`src/rtl/spi_irq_pkg.sv`:
```
// Package: shared source indices and widths for the SPI interrupt status unit.
// Assumes: the bit order below is decoded by software and must not change.
package spi_irq_pkg;
    localparam int NSRC     = 6;
    localparam int NMASK    = 5;
    localparam int NSTICKY  = 4;
    localparam int SRC_TXLO = 0;
    localparam int SRC_TXOV = 1;
    localparam int SRC_RXUN = 2;
    localparam int SRC_RXOV = 3;
    localparam int SRC_RXHI = 4;
    localparam int SRC_CONT = 5;
    typedef logic [NSRC-1:0] src_vec_t;
endpackage

```
`src/rtl/spi_irq_level_src.sv`:
```
// Module: registers the two FIFO-occupancy sources from level/threshold compares.
// Assumes: levels and thresholds are unsigned and of equal width.
module spi_irq_level_src #(
    parameter int LVL_W = 4
) (
    input  logic             clk,
    input  logic             rst_n,
    input  logic [LVL_W-1:0] tx_level,
    input  logic [LVL_W-1:0] tx_thresh,
    input  logic [LVL_W-1:0] rx_level,
    input  logic [LVL_W-1:0] rx_thresh,
    output logic             tx_low_q,
    output logic             rx_high_q
);
    logic tx_low_d;
    logic rx_high_d;

    // Compare current occupancy with each threshold.
    always_comb begin
        tx_low_d  = (tx_level <= tx_thresh);
        rx_high_d = (rx_level >  rx_thresh);
    end

    // Capture the comparisons so the status word comes straight from flops.
    always_ff @(posedge clk) begin
        if (!rst_n) begin
            tx_low_q  <= 1'b0;
            rx_high_q <= 1'b0;
        end else begin
            tx_low_q  <= tx_low_d;
            rx_high_q <= rx_high_d;
        end
    end
endmodule

```
`src/rtl/spi_irq_sticky.sv`:
```
// Module: a bank of set-by-event, clear-by-strobe status flops.
// Assumes: event pulses are single-cycle; a set overrides any clear in the same cycle.
module spi_irq_sticky #(
    parameter int NBITS = 4
) (
    input  logic             clk,
    input  logic             rst_n,
    input  logic [NBITS-1:0] ev,
    input  logic [NBITS-1:0] clr,
    input  logic             clr_all,
    output logic [NBITS-1:0] stat_q
);
    for (genvar i = 0; i < NBITS; i++) begin : g_bit
        // Each bit sets on its event, otherwise drops on its own or the global clear.
        always_ff @(posedge clk) begin
            if (!rst_n)
                stat_q[i] <= 1'b0;
            else if (ev[i])
                stat_q[i] <= 1'b1;
            else if (clr[i] || clr_all)
                stat_q[i] <= 1'b0;
        end
    end
endmodule

```
`src/rtl/spi_irq_mask.sv`:
```
// Module: holds the enable register, forms the masked status and the registered line.
// Assumes: the top source bit has no enable bit and always passes.
module spi_irq_mask
    import spi_irq_pkg::*;
(
    input  logic             clk,
    input  logic             rst_n,
    input  src_vec_t         raw,
    input  logic             mask_we,
    input  logic [NMASK-1:0] mask_wdata,
    output src_vec_t         masked,
    output logic             irq
);
    localparam int NFIXED = NSRC - NMASK;

    logic [NMASK-1:0] en_q;

    // Load the enable register on a write strobe.
    always_ff @(posedge clk) begin
        if (!rst_n)
            en_q <= '0;
        else if (mask_we)
            en_q <= mask_wdata;
    end

    // Gate raw sources with their enables; unmaskable bits pass through.
    always_comb begin
        masked = raw & {{NFIXED{1'b1}}, en_q};
    end

    // Register the combined line so the pin is glitch-free.
    always_ff @(posedge clk) begin
        if (!rst_n)
            irq <= 1'b0;
        else
            irq <= |masked;
    end
endmodule

```
`src/rtl/spi_irq_unit.sv`:
```
// Module: top of the SPI interrupt status unit. Merges the level sources and
// the sticky event sources into one raw word, then masks it and drives the line.
// Assumes: clear strobes come from the bus decoder as one-cycle pulses.
module spi_irq_unit
    import spi_irq_pkg::*;
#(
    parameter int LVL_W = 4
) (
    input  logic             clk,
    input  logic             rst_n,
    input  logic [LVL_W-1:0] tx_level,
    input  logic [LVL_W-1:0] tx_thresh,
    input  logic [LVL_W-1:0] rx_level,
    input  logic [LVL_W-1:0] rx_thresh,
    input  logic             ev_tx_ovf,
    input  logic             ev_rx_unf,
    input  logic             ev_rx_ovf,
    input  logic             ev_contend,
    input  logic             clr_tx_ovf,
    input  logic             clr_rx_unf,
    input  logic             clr_rx_ovf,
    input  logic             clr_contend,
    input  logic             clr_all,
    input  logic             mask_we,
    input  logic [4:0]       mask_wdata,
    output logic [5:0]       raw_stat,
    output logic [5:0]       masked_stat,
    output logic             irq
);
    logic               tx_low;
    logic               rx_high;
    logic [NSTICKY-1:0] ev_vec;
    logic [NSTICKY-1:0] clr_vec;
    logic [NSTICKY-1:0] sticky;
    src_vec_t           raw;
    src_vec_t           masked;

    // Order sticky inputs as they appear in the status word.
    always_comb begin
        ev_vec  = {ev_contend, ev_rx_ovf, ev_rx_unf, ev_tx_ovf};
        clr_vec = {clr_contend, clr_rx_ovf, clr_rx_unf, clr_tx_ovf};
    end

    spi_irq_level_src #(.LVL_W(LVL_W)) u_level (
        .clk      (clk),
        .rst_n    (rst_n),
        .tx_level (tx_level),
        .tx_thresh(tx_thresh),
        .rx_level (rx_level),
        .rx_thresh(rx_thresh),
        .tx_low_q (tx_low),
        .rx_high_q(rx_high)
    );

    spi_irq_sticky #(.NBITS(NSTICKY)) u_sticky (
        .clk    (clk),
        .rst_n  (rst_n),
        .ev     (ev_vec),
        .clr    (clr_vec),
        .clr_all(clr_all),
        .stat_q (sticky)
    );

    // Assemble the raw word in software-visible order.
    always_comb begin
        raw           = '0;
        raw[SRC_TXLO] = tx_low;
        raw[SRC_TXOV] = sticky[0];
        raw[SRC_RXUN] = sticky[1];
        raw[SRC_RXOV] = sticky[2];
        raw[SRC_RXHI] = rx_high;
        raw[SRC_CONT] = sticky[3];
    end

    spi_irq_mask u_mask (
        .clk       (clk),
        .rst_n     (rst_n),
        .raw       (raw),
        .mask_we   (mask_we),
        .mask_wdata(mask_wdata),
        .masked    (masked),
        .irq       (irq)
    );

    // Drive the outputs.
    always_comb begin
        raw_stat    = raw;
        masked_stat = masked;
    end
endmodule

```
`config.mk`:
```
export PLATFORM = sky130hd
export DESIGN_NAME = spi_irq_unit
export DESIGN_NICKNAME = d
export VERILOG_FILES = /design/src/rtl/spi_irq_pkg.sv /design/src/rtl/spi_irq_level_src.sv /design/src/rtl/spi_irq_sticky.sv /design/src/rtl/spi_irq_mask.sv /design/src/rtl/spi_irq_unit.sv
export SDC_FILE = /design/constraint.sdc
export NUM_CORES = 1
export LEC_CHECK = 0
export BUFFER_PORTS_ARGS = -buffer_cell sky130_fd_sc_hd__buf_2
export CORE_MARGIN = 2
export CORE_UTILIZATION = 40
export CTS_CLUSTER_DIAMETER = 50
export DETAILED_ROUTE_END_ITERATION = 7
export GPL_TIMING_DRIVEN = 0
export PLACE_DENSITY = 0.82
export SETUP_SLACK_MARGIN = 0.05
export SLEW_MARGIN = 40
export SYNTH_ARGS = -nofsm -noshare
export SYNTH_HDL_FRONTEND = slang
export SYNTH_SLANG_ARGS = --single-unit
```
`constraint.sdc`:
```
create_clock -name clk -period 1.5 [get_ports clk]
set_input_delay 0.45 -clock clk [delete_from_list [all_inputs] [get_ports clk]]
set_output_delay 0.45 -clock clk [all_outputs]
set_load 0.1 [all_outputs]
```
Yosys cells after proc, flatten, opt, wreduce, memory -nomap -nowiden
Cells that the tools add are included.

Order comparisons: 2. Muxes and demuxes: 8. Bitwise gates (word level): 1. Reductions and logical operators: 9.

Operator list (number): 1-bit 2-to-1 mux (8); 2-bit nonzero test (4); 6-bit bitwise AND (1); 6-bit OR reduction (1); 4-bit greater-than comparator (1); 4-bit <= comparator (1); 1-bit logical OR (4).

Flip-flop bits (word level): 12. Output and inout port bits: 13. Word-level logic and storage cells: 28.

Depth between registers and ports, before layout
Gate-level depths: netlist of the first run.

Word-level depth: 3. Depth in mapped cells: 5. Mapped depth without buffers: 5.

Modules after synthesis
From an unflattened synthesis of the first run, not the netlist that was laid out.

Cell total of the unflattened synthesis: 70. Area, all modules: 673.1 µm².

By module, submodules not included: spi_irq_mask (times used 1, cells an instance 26, area an instance 277.8 µm², sequential area each 120.1 µm²); spi_irq_level_src (times used 1, cells an instance 30, area an instance 240.2 µm², sequential area each 40.0 µm²); spi_irq_sticky (times used 1, cells an instance 12, area an instance 140.1 µm², sequential area each 80.1 µm²); spi_irq_unit (times used 1, cells an instance 2, area an instance 15.0 µm², sequential area each 0.0 µm²).

Worst setup path after synthesis of the first run
No wires, ideal clock.

Path kind: register to output. Start point: register u_sticky.stat_q[0]. End point: output port masked_stat[1]. Arrival: 1.824 ns. Path slack: -0.774 ns. Stages on the path, launching flop included: 2. Path buffers: 0. Path through: dfxtp_1 and2_1.

Word-level cells in the longest chain between the ends: 1.

Ends and longest elaborated chain: start, declared (line spi_irq_sticky.sv:11) `output logic [NBITS-1:0] stat_q`; start signal, assigned by index (line spi_irq_sticky.sv:17) `stat_q[i] <= 1'b0;`; start signal, assigned by index (line spi_irq_sticky.sv:19) `stat_q[i] <= 1'b1;`; start signal, assigned by index (line spi_irq_sticky.sv:21) `stat_q[i] <= 1'b0;`; 6-bit bitwise AND (line spi_irq_mask.sv:28) `masked = raw & {{NFIXED{1'b1}}, en_q};`; end, declared (line spi_irq_unit.sv:27) `output logic [5:0] masked_stat,`.

Every way passes these cells.

Worst setup path in the final report of the first run
Start point: register u_level.tx_low_q. End point: output port masked_stat[0].

Word-level cells in the longest chain between the ends: 1.

Ends and longest elaborated chain: start, declared (line spi_irq_level_src.sv:12) `output logic tx_low_q,`; start signal, assigned (line spi_irq_level_src.sv:30) `tx_low_q <= tx_low_d;`; 6-bit bitwise AND (line spi_irq_mask.sv:28).

Every way passes these cells.

==> results of run 1 <==
routing by layer:
layer | up-vias | share of wire, %
met5 | - | 0
met4 | 0 | 0
met3 | 0 | 7.9
met2 | 25 | 58
met1 | 289 | 34
li1 | 341 | -
power groups by stage:
stage | clock network (mW) | logic (mW) | registers [mW]
global placement | 0 | 0.299 | 0.356
global route | 0.272 | 0.359 | 0.352
detailed placement | 0 | 0.308 | 0.357
floorplan | 0 | 0.168 | 0.421
finish | 0.254 | 0.336 | 0.350
CTS | 0.258 | 0.327 | 0.350
Yosys cell counts (all sizes together):
cell type | n | area, um2
or2 | 2 | 12.5
nor2 | 4 | 15.0
buf | 4 | 27.5
inv | 8 | 30.0
ha | 8 | 100
nand4 | 1 | 6.26
dfxtp | 12 | 240
o22a | 1 | 8.76
a211oi | 1 | 7.51
mux2i | 5 | 50.1
nor2b | 10 | 62.6
and2 | 5 | 33.8
a21boi | 1 | 7.51
clkbuf | 1 | 3.75
o211ai | 1 | 7.51
nand2 | 3 | 11.3
o41a | 1 | 11.3
o21ai | 1 | 5.00
a21oi | 6 | 30.0
flip-flops by register name, indices dropped and copies added, names as in the netlist:
signal,cells
u_mask.en_q,5
u_sticky.stat_q,4
u_level.rx_high_q,1
u_level.tx_low_q,1
u_mask.irq,1
layout make-up:
type / count / area share, %
clock buffer: 4 / 3.42
multi-input combinational: 50 / 35.5
buffer: 5 / 2.94
sequential: 12 / 24.0
tap: 16 / 1.88
timing repair buffer: 44 / 29.4
inverter: 8 / 2.83
worst max-delay path, cell delays in order (launching register included):
cell     delay (ns)
dfxtp_1        0.32
and2_2         0.22
buf_12         0.17
logic make-up (layout without fill, tap and decap cells):
logic type	Yosys count	after routing	share of synthesized area, %
simple gates	25	25	21.1
flops	12	12	35.8
fa+ha+maj	8	8	14.9
compound gates	12	12	11.6
buf+inv	13	61	9.14
mux	5	5	7.46
layout by cell type (no fill, tap or decap), types with 4 or more instances in the layout:
cell type   n
buf_2      32
nor2b_1    10
inv_1       8
ha_1        8
buf_4       8
dfxtp_1     8
a21oi_1     6
mux2i_1     5
nor2_1      4
buf_6       4
dfxtp_4     4
how the worst min path moves through the flow:
stage	slack [ns]	cells past startpoint	start	end
after floorplan	0.47	2	u_mask.en_q[0]	u_mask.en_q[0]
after global placement	0.49	2	u_mask.en_q[4]	u_mask.en_q[4]
after detailed placement	0.50	2	u_mask.en_q[0]	u_mask.en_q[0]
after CTS	0.40	3	ev_tx_ovf	u_sticky.stat_q[0]
after global routing	0.41	3	ev_tx_ovf	u_sticky.stat_q[0]
final	0.39	3	ev_tx_ovf	u_sticky.stat_q[0]
per-stage QoR:
step / cell area (um2) / util [%] / cells / hold slack [ns]
CTS: 1030 / 66.7 / 139 / 0.396
detailed placement: 933 / 60.6 / 135 / 0.496
floorplan: 693 / - / 75 / 0.474
global route: 1060 / 68.9 / 139 / 0.408
finish: 1060 / 68.9 / 139 / 0.393
global placement: 933 / 60.6 / 135 / 0.488
==> metrics.cfg, run 1 <==
[critical_path]
rr_worst_depth = 3
setup.worst_path.end = masked_stat[0]
arrival_ns = 0.98
r2r_end = u_mask.irq
critPathMaxFanout = 2
end_kind = primary output
r2r_setup_slack_ns = 0.32
r2r-start = u_level.tx_low_q
start_kind = flop
critical_path_class = flop to primary output
startpoint = u_level.tx_low_q
worstPathRequired_ns = 1.05

[sta]
worstMarginPinSlew_ns = 0.333
max_clock_freq_ghz = 0.698
report.final.hold_viol_count = 0
setup_tns_ns = 0
period_minus_slack_ns = 1.43
setup_viol = 0
setup_slack_ns = 0.0669
relSlewSlack_pct = 77.8
period_share_pct = 95.5
skew_ns = 0.0132
rsz0062_at_grt = yes
slew_violations = 0

[routing]
drc = 0
first_iter_violations = 9
antenna_left = 0
drt_pass1_iterations = 4
wl_per_cell_um = 11.5
via_per_inst = 4.71
drt_wl_total_um = 1600
vias = 655

[synthesis]
netlist_area_um2 = 671
ys_types = 22
ys_ff_latch = 12
syn_nets = 116
yosysWarnings = 0
synth_cells = 75
syn_area_per_cell_um2 = 8.94
synth_seq_area_share_pct = 35.8

[final_layout]
nNetsFinal = 165
diodes = 0
drive_above_1_share_pct = 49.6
fillCellCount = 120
seq_area_um2 = 255
multiInputGateArea_um2 = 377
syn2layout_area_growth_pct = 58.4

[pwr]
power.internal_uw = 608
powerDensity_nw_per_um2 = 885
finalPower_uw = 940
clkPwrFrac_pct = 27.0
power_leakage_nw = 0.564
peakVddDrop_mv = 0.721
swShare_pct = 35.3
power_frac_seq_pct = 37.3
p_comb_share_pct = 35.7
power.switching_uw = 332

[flow_run]
drv_cap = 0

[global_route]
antenna_found_initial = 0
use_met1_pct = 14.6
grt_pass1_wl_um = 2340
grt_use_total_pct = 15.9
grt_max_degree = 11
met3_usage_pct = 5.60
grt_pass1_vias = 638
grt_overflow = 0
met2_usage_pct = 32.3
grt.busiest_layer = met2

[clock_network]
cts_made_buffers = 3
cts.sinks = 12
cts_root_buffer = clkbuf_4
cts_resized = 20
htree_levels = 1
clk_pin_slew_ns = 0.08
post_cts.repair.setup_buffers = 0
tritoncts = built
clk_path_buf_depth = 2
insertion_delay_ns = 0.28
cts_hold_buf = 0

[floorplanning]
core_um2 = 1540
row_count = 14
dieWidth_um = 44.9
die_h_um = 44.9
start_util_pct = 43.5
die_area_um2 = 2020
pin_count = 46

[place]
dpl.hpwl_um = 1300
gp_congestion = 0.715
pre_cts_ws_ns = 0.0282
io_buffers = 44

[hold_path]
hold_class = input port to flop

[status]
status = finished clean

Power figures use the tool's default switching activity.
==> inputs of run 2 (changes only) <==
--- a/config.mk
+++ b/config.mk
@@ -7,11 +7,11 @@
 export LEC_CHECK = 0
 export BUFFER_PORTS_ARGS = -buffer_cell sky130_fd_sc_hd__buf_2
 export CORE_MARGIN = 2
-export CORE_UTILIZATION = 40
+export CORE_UTILIZATION = 36
 export CTS_CLUSTER_DIAMETER = 50
 export DETAILED_ROUTE_END_ITERATION = 7
 export GPL_TIMING_DRIVEN = 0
-export PLACE_DENSITY = 0.82
+export PLACE_DENSITY = 0.78
 export SETUP_SLACK_MARGIN = 0.05
 export SLEW_MARGIN = 40
 export SYNTH_ARGS = -nofsm -noshare
==> constraint.sdc (replaced) <==
create_clock -name clk -period 1.2 [get_ports clk]
set_input_delay 0.06 -clock clk [delete_from_list [all_inputs] [get_ports clk]]
set_output_delay 0.06 -clock clk [all_outputs]
set_load 0.1 [all_outputs]
==> run 2 against run 1 <==
Flip-flop and latch count stayed put. Non-clock buffer count unchanged. Worst setup slack got worse by 0.037 ns. Routed wire length down 0.19%. Via count up 2.0%. Clock skew is 0.0069 ns lower. Design area shrank 6.9%. Sequential power up 26%. Clock power is essentially flat. Sequential share of layout area grew 1.3 points.
==> metrics.cfg, run 2 (same netlist as run 1, synthesis figures left out) <==
[sta]
period_minus_slack_ns = 1.17
setup_viol = 0
report.final.hold_viol_count = 0
max_clock_freq_ghz = 0.855
period_share_pct = 97.5
worstMarginPinSlew_ns = 0.487
slew_violations = 0
relSlewSlack_pct = 67.8
skew_ns = 0.00635
rsz0062_at_grt = yes

[clock_network]
insertion_delay_ns = 0.26
cts_root_buffer = clkbuf_4
clk_pin_slew_ns = 0.08
tritoncts = built
htree_levels = 1
clk_path_buf_depth = 2
cts.sinks = 12
post_cts.repair.setup_buffers = 0
cts_made_buffers = 3

[floorplanning]
die_h_um = 47.2
die_area_um2 = 2220
dieWidth_um = 47.2
pin_count = 46
start_util_pct = 38.4
core_um2 = 1750
row_count = 15

[routing]
via_per_inst = 4.51
antenna_left = 0
wl_per_cell_um = 10.8
drt_pass1_iterations = 4
vias = 668
drc = 0
first_iter_violations = 3
drt_wl_total_um = 1590

[global_route]
grt_pass1_vias = 669
grt_pass1_wl_um = 2620
grt_use_total_pct = 16.7
grt_max_degree = 11
antenna_found_initial = 0
grt_overflow = 0

[critical_path]
worstPathRequired_ns = 1.35
path_buf_inv = 0
critPathTopFamily = compound AO/OA/AOI/OAI gates
cp_slowest_stage_delay_ns = 0.36
arrival_ns = 1.32
crit_slowest_cell = o41a_1
critical_path_class = flop to flop
startpoint = u_sticky.stat_q[2]
r2r-start = u_sticky.stat_q[2]
critPathMaxFanout = 3
crit_chain = and2_4 > or2_1 > o41a_1
end_kind = flop
start_kind = flop

[final_layout]
diodes = 0
reg_top3 = u_mask.en_q (5), u_sticky.stat_q (4)
nNetsFinal = 165
top_register = u_mask.en_q
largest_register_ff_count = 5
syn2layout_area_growth_pct = 47.4
final_core_util_pct = 56.6
drive_above_1_share_pct = 48.8
final_cell_mix = buf_2, buf_4, nor2b_1
layout_commonest_cell = buf_2

[flow_run]
drv_cap = 0

[status]
status = finished clean

[pwr]
power_leakage_nw = 0.544
finalPower_mw = 1.09
powerDensity_nw_per_um2 = 1100
peakVddDrop_mv = 0.583

[place]
dpl.hpwl_um = 1390
io_buffers = 44
gp_congestion = 0.632

[hold_path]
hold_class = input port to flop
min-delay-start = ev_rx_ovf

run 2: power breakdown:
group | internal, mW | switching (mW)
Sequential | 0.426 | 0.0153
Combinational | 0.131 | 0.265
Clock | 0.128 | 0.125
Total | 0.685 | 0.405
run 2: metal layers:
| metal | track usage (%) | routed length, um |
|---|---|---|
| met2 | 34.5 | 917 |
| met5 | 0 | 0 |
| met3 | 3.46 | 105 |
| met1 | 16.8 | 564 |
| met4 | 3.33 | 5 |
run 2: cell type report:
cell class	count	area (um2)
tap	25	31.3
buffer	5	31.3
sequential	12	250
timing repair buffer	44	243
clock buffer	4	26.3
inverter	8	30.0
fill	181	757
multi-input combinational	50	377
run 2: stage by stage:
stage	setup TNS (ns)	cells	cell area, um2	hold WS [ns]	setup WS, ns
6_report	0	148	988	0.0345	0.0301
5_1_grt	-0.00163	148	988	0.0539	-0.00163
4_1_cts	0	148	986	0.0255	0.0291
3_3_place_gp	0	144	940	0.284	0.0600
2_1_floorplan	-0.204	75	688	0.188	-0.204
3_5_place_dp	0	144	940	0.295	0.0494
run 2: path summary, 6_finish.rpt:
path,end,slack [ns],depth (start not counted)
max,u_mask.irq,0.03,3
max reg2reg,u_mask.irq,0.03,3
min reg2reg,u_mask.en_q[4],0.52,2
min,u_sticky.stat_q[2],0.03,3
run 2: worst reg2reg max path: stages (launching register included):
cell and delay (ns):
dfxtp_4 0.35, and2_4 0.13, or2_1 0.21, o41a_1 0.36
run 2: repair_timing:
action	CTS	global route
resized for setup	8	2
setup endpoints to repair	9	2
pin swaps	0	0
hold buffers	0	0
==> inputs of run 3 (changes only) <==
--- a/config.mk
+++ b/config.mk
@@ -11,7 +11,7 @@
 export CTS_CLUSTER_DIAMETER = 50
 export DETAILED_ROUTE_END_ITERATION = 7
 export GPL_TIMING_DRIVEN = 0
-export PLACE_DENSITY = 0.78
+export PLACE_DENSITY = 0.7
 export SETUP_SLACK_MARGIN = 0.05
 export SLEW_MARGIN = 40
 export SYNTH_ARGS = -nofsm -noshare
==> run 3 against run 2 <==
First-iteration DRC count did not move. Register-to-register slack better by 0.03 ns. Non-clock buffer count unchanged. Die area unchanged. Routed wire length shrank 8.6%. Worst setup slack better by 0.027 ns. Highest routed layer unchanged.
==> metrics.cfg, run 3 (same netlist as run 1, synthesis figures left out) <==
[routing]
vias = 673
wl_per_cell_um = 9.83
drt_wl_total_um = 1460
drt_pass1_iterations = 3
first_iter_violations = 3
via_per_inst = 4.55
drc = 0
antenna_left = 0

[global_route]
grt_use_total_pct = 15.0
grt_pass1_wl_um = 2300
antenna_found_initial = 0
grt_pass1_vias = 606
grt_max_degree = 11
grt_overflow = 0

[final_layout]
reg_top3 = u_mask.en_q (5), u_sticky.stat_q (4)
diodes = 0
top_register = u_mask.en_q
fillCellCount = 173
largest_register_ff_count = 5
nNetsFinal = 165
final_cell_mix = buf_2, nor2b_1, buf_4
seq_area_um2 = 250
final_core_util_pct = 57.4
syn2layout_area_growth_pct = 49.4
drive_above_1_share_pct = 49.6
multiInputGateArea_um2 = 377
layout_commonest_cell = buf_2

[floorplanning]
start_util_pct = 38.4
row_count = 15
die_h_um = 47.2
pin_count = 46
core_um2 = 1750
dieWidth_um = 47.2
die_area_um2 = 2220

[place]
pre_cts_ws_ns = 0.0773
dpl.hpwl_um = 1270
io_buffers = 44
gp_congestion = 0.641

[clock_network]
cts.sinks = 12
tritoncts = built
cts_made_buffers = 3
cts_hold_buf = 0
post_cts.repair.setup_buffers = 0
clk_path_buf_depth = 2
htree_levels = 1
clk_pin_slew_ns = 0.07
cts_root_buffer = clkbuf_4
insertion_delay_ns = 0.27

[critical_path]
worstPathRequired_ns = 1.36
r2r_end = u_mask.irq
arrival_ns = 1.30
rr_worst_depth = 3
r2r-start = u_sticky.stat_q[2]
start_kind = flop
r2r_setup_slack_ns = 0.06
end_kind = flop
critical_path_class = flop to flop
critPathMaxFanout = 3

[sta]
setup_viol = 0
slew_violations = 0
period_minus_slack_ns = 1.14
period_share_pct = 95.3
max_clock_freq_ghz = 0.875
rsz0062_at_grt = yes
setup_slack_ns = 0.0566
skew_ns = 0.000384
worstMarginPinSlew_ns = 0.486
report.final.hold_viol_count = 0
relSlewSlack_pct = 67.8

[hold_path]
hold_class = input port to flop
min-delay-start = ev_tx_ovf
holdPathStages = 3
holdPathEnd = u_sticky.stat_q[0]

[pwr]
powerDensity_nw_per_um2 = 1140
power_leakage_nw = 0.549
peakVddDrop_mv = 0.810

[status]
status = finished clean

[flow_run]
drv_cap = 0

==> run 3: changes by cell type in the layout (fill, tap and decap cells not counted) <==
cell and change:
buf_4 -1, buf_6 +1, clkbuf_1 -1, clkbuf_8 +1
or2_0 +1, or2_1 -1
==> run 3: how the worst max path moves through the flow <==
stage / slack [ns] / end / startpoint / cells past startpoint
6_report: 0.06 / u_mask.irq / u_sticky.stat_q[2] / 3
5_1_grt: 0.009 / u_mask.irq / u_sticky.stat_q[2] / 3
4_1_cts: 0.06 / u_mask.irq / u_sticky.stat_q[2] / 3
3_5_place_dp: 0.08 / u_mask.irq / u_sticky.stat_q[2] / 3
3_3_place_gp: 0.08 / u_mask.irq / u_sticky.stat_q[2] / 3
2_1_floorplan: -0.20 / u_mask.irq / u_sticky.stat_q[2] / 3
==> run 3: timing repair <==
action | 4_1_cts | 5_1_grt
gates resized for setup | 8 | 2
endpoints found under the hold margin | 0 | 0
endpoints found under the setup margin | 8 | 3
==> run 3: critical path: stages (launching register included) <==
cell and delay, ns:
dfxtp_4 0.35, and2_4 0.13, or2_0 0.19, o41a_1 0.36
==> run 3: cell type report <==
type	count	area share, %
Tap cell	25	3.12
Timing Repair Buffer	44	24.6
Clock buffer	4	3.62
Inverter	8	3.00
Multi-Input combinational cell	50	37.6
Buffer	5	3.12
Sequential cell	12	25.0
==> run 3: through the flow <==
step / std cells / instance area, um2 / total power [mW] / hold WS, ns / setup TNS [ns]
4_1_cts: 148 / 996 / 1.16 / 0.0124 / 0
2_1_floorplan: 75 / 688 / 0.738 / 0.188 / -0.204
3_5_place_dp: 144 / 940 / 0.834 / 0.297 / 0
6_report: 148 / 1000 / 1.15 / 0.0135 / 0
5_1_grt: 148 / 1000 / 1.22 / 0.00541 / 0
3_3_place_gp: 144 / 940 / 0.823 / 0.285 / 0
==> run 3: per-layer routing <==
layer	share of wire (%)	vias up	GRT usage [%]	routed length [um]
met2	57	22	29.0	830
met5	0	-	0	0
li1	-	342	-	-
met4	1.9	0	6.67	27
met1	36	304	14.2	518
met3	5.4	5	4.62	79
==> run 3: power breakdown <==
part           switching [mW]  internal, mW  total [mW]
Clock                   0.130         0.185       0.314
Sequential             0.0141         0.426       0.440
Combinational           0.262         0.131       0.392
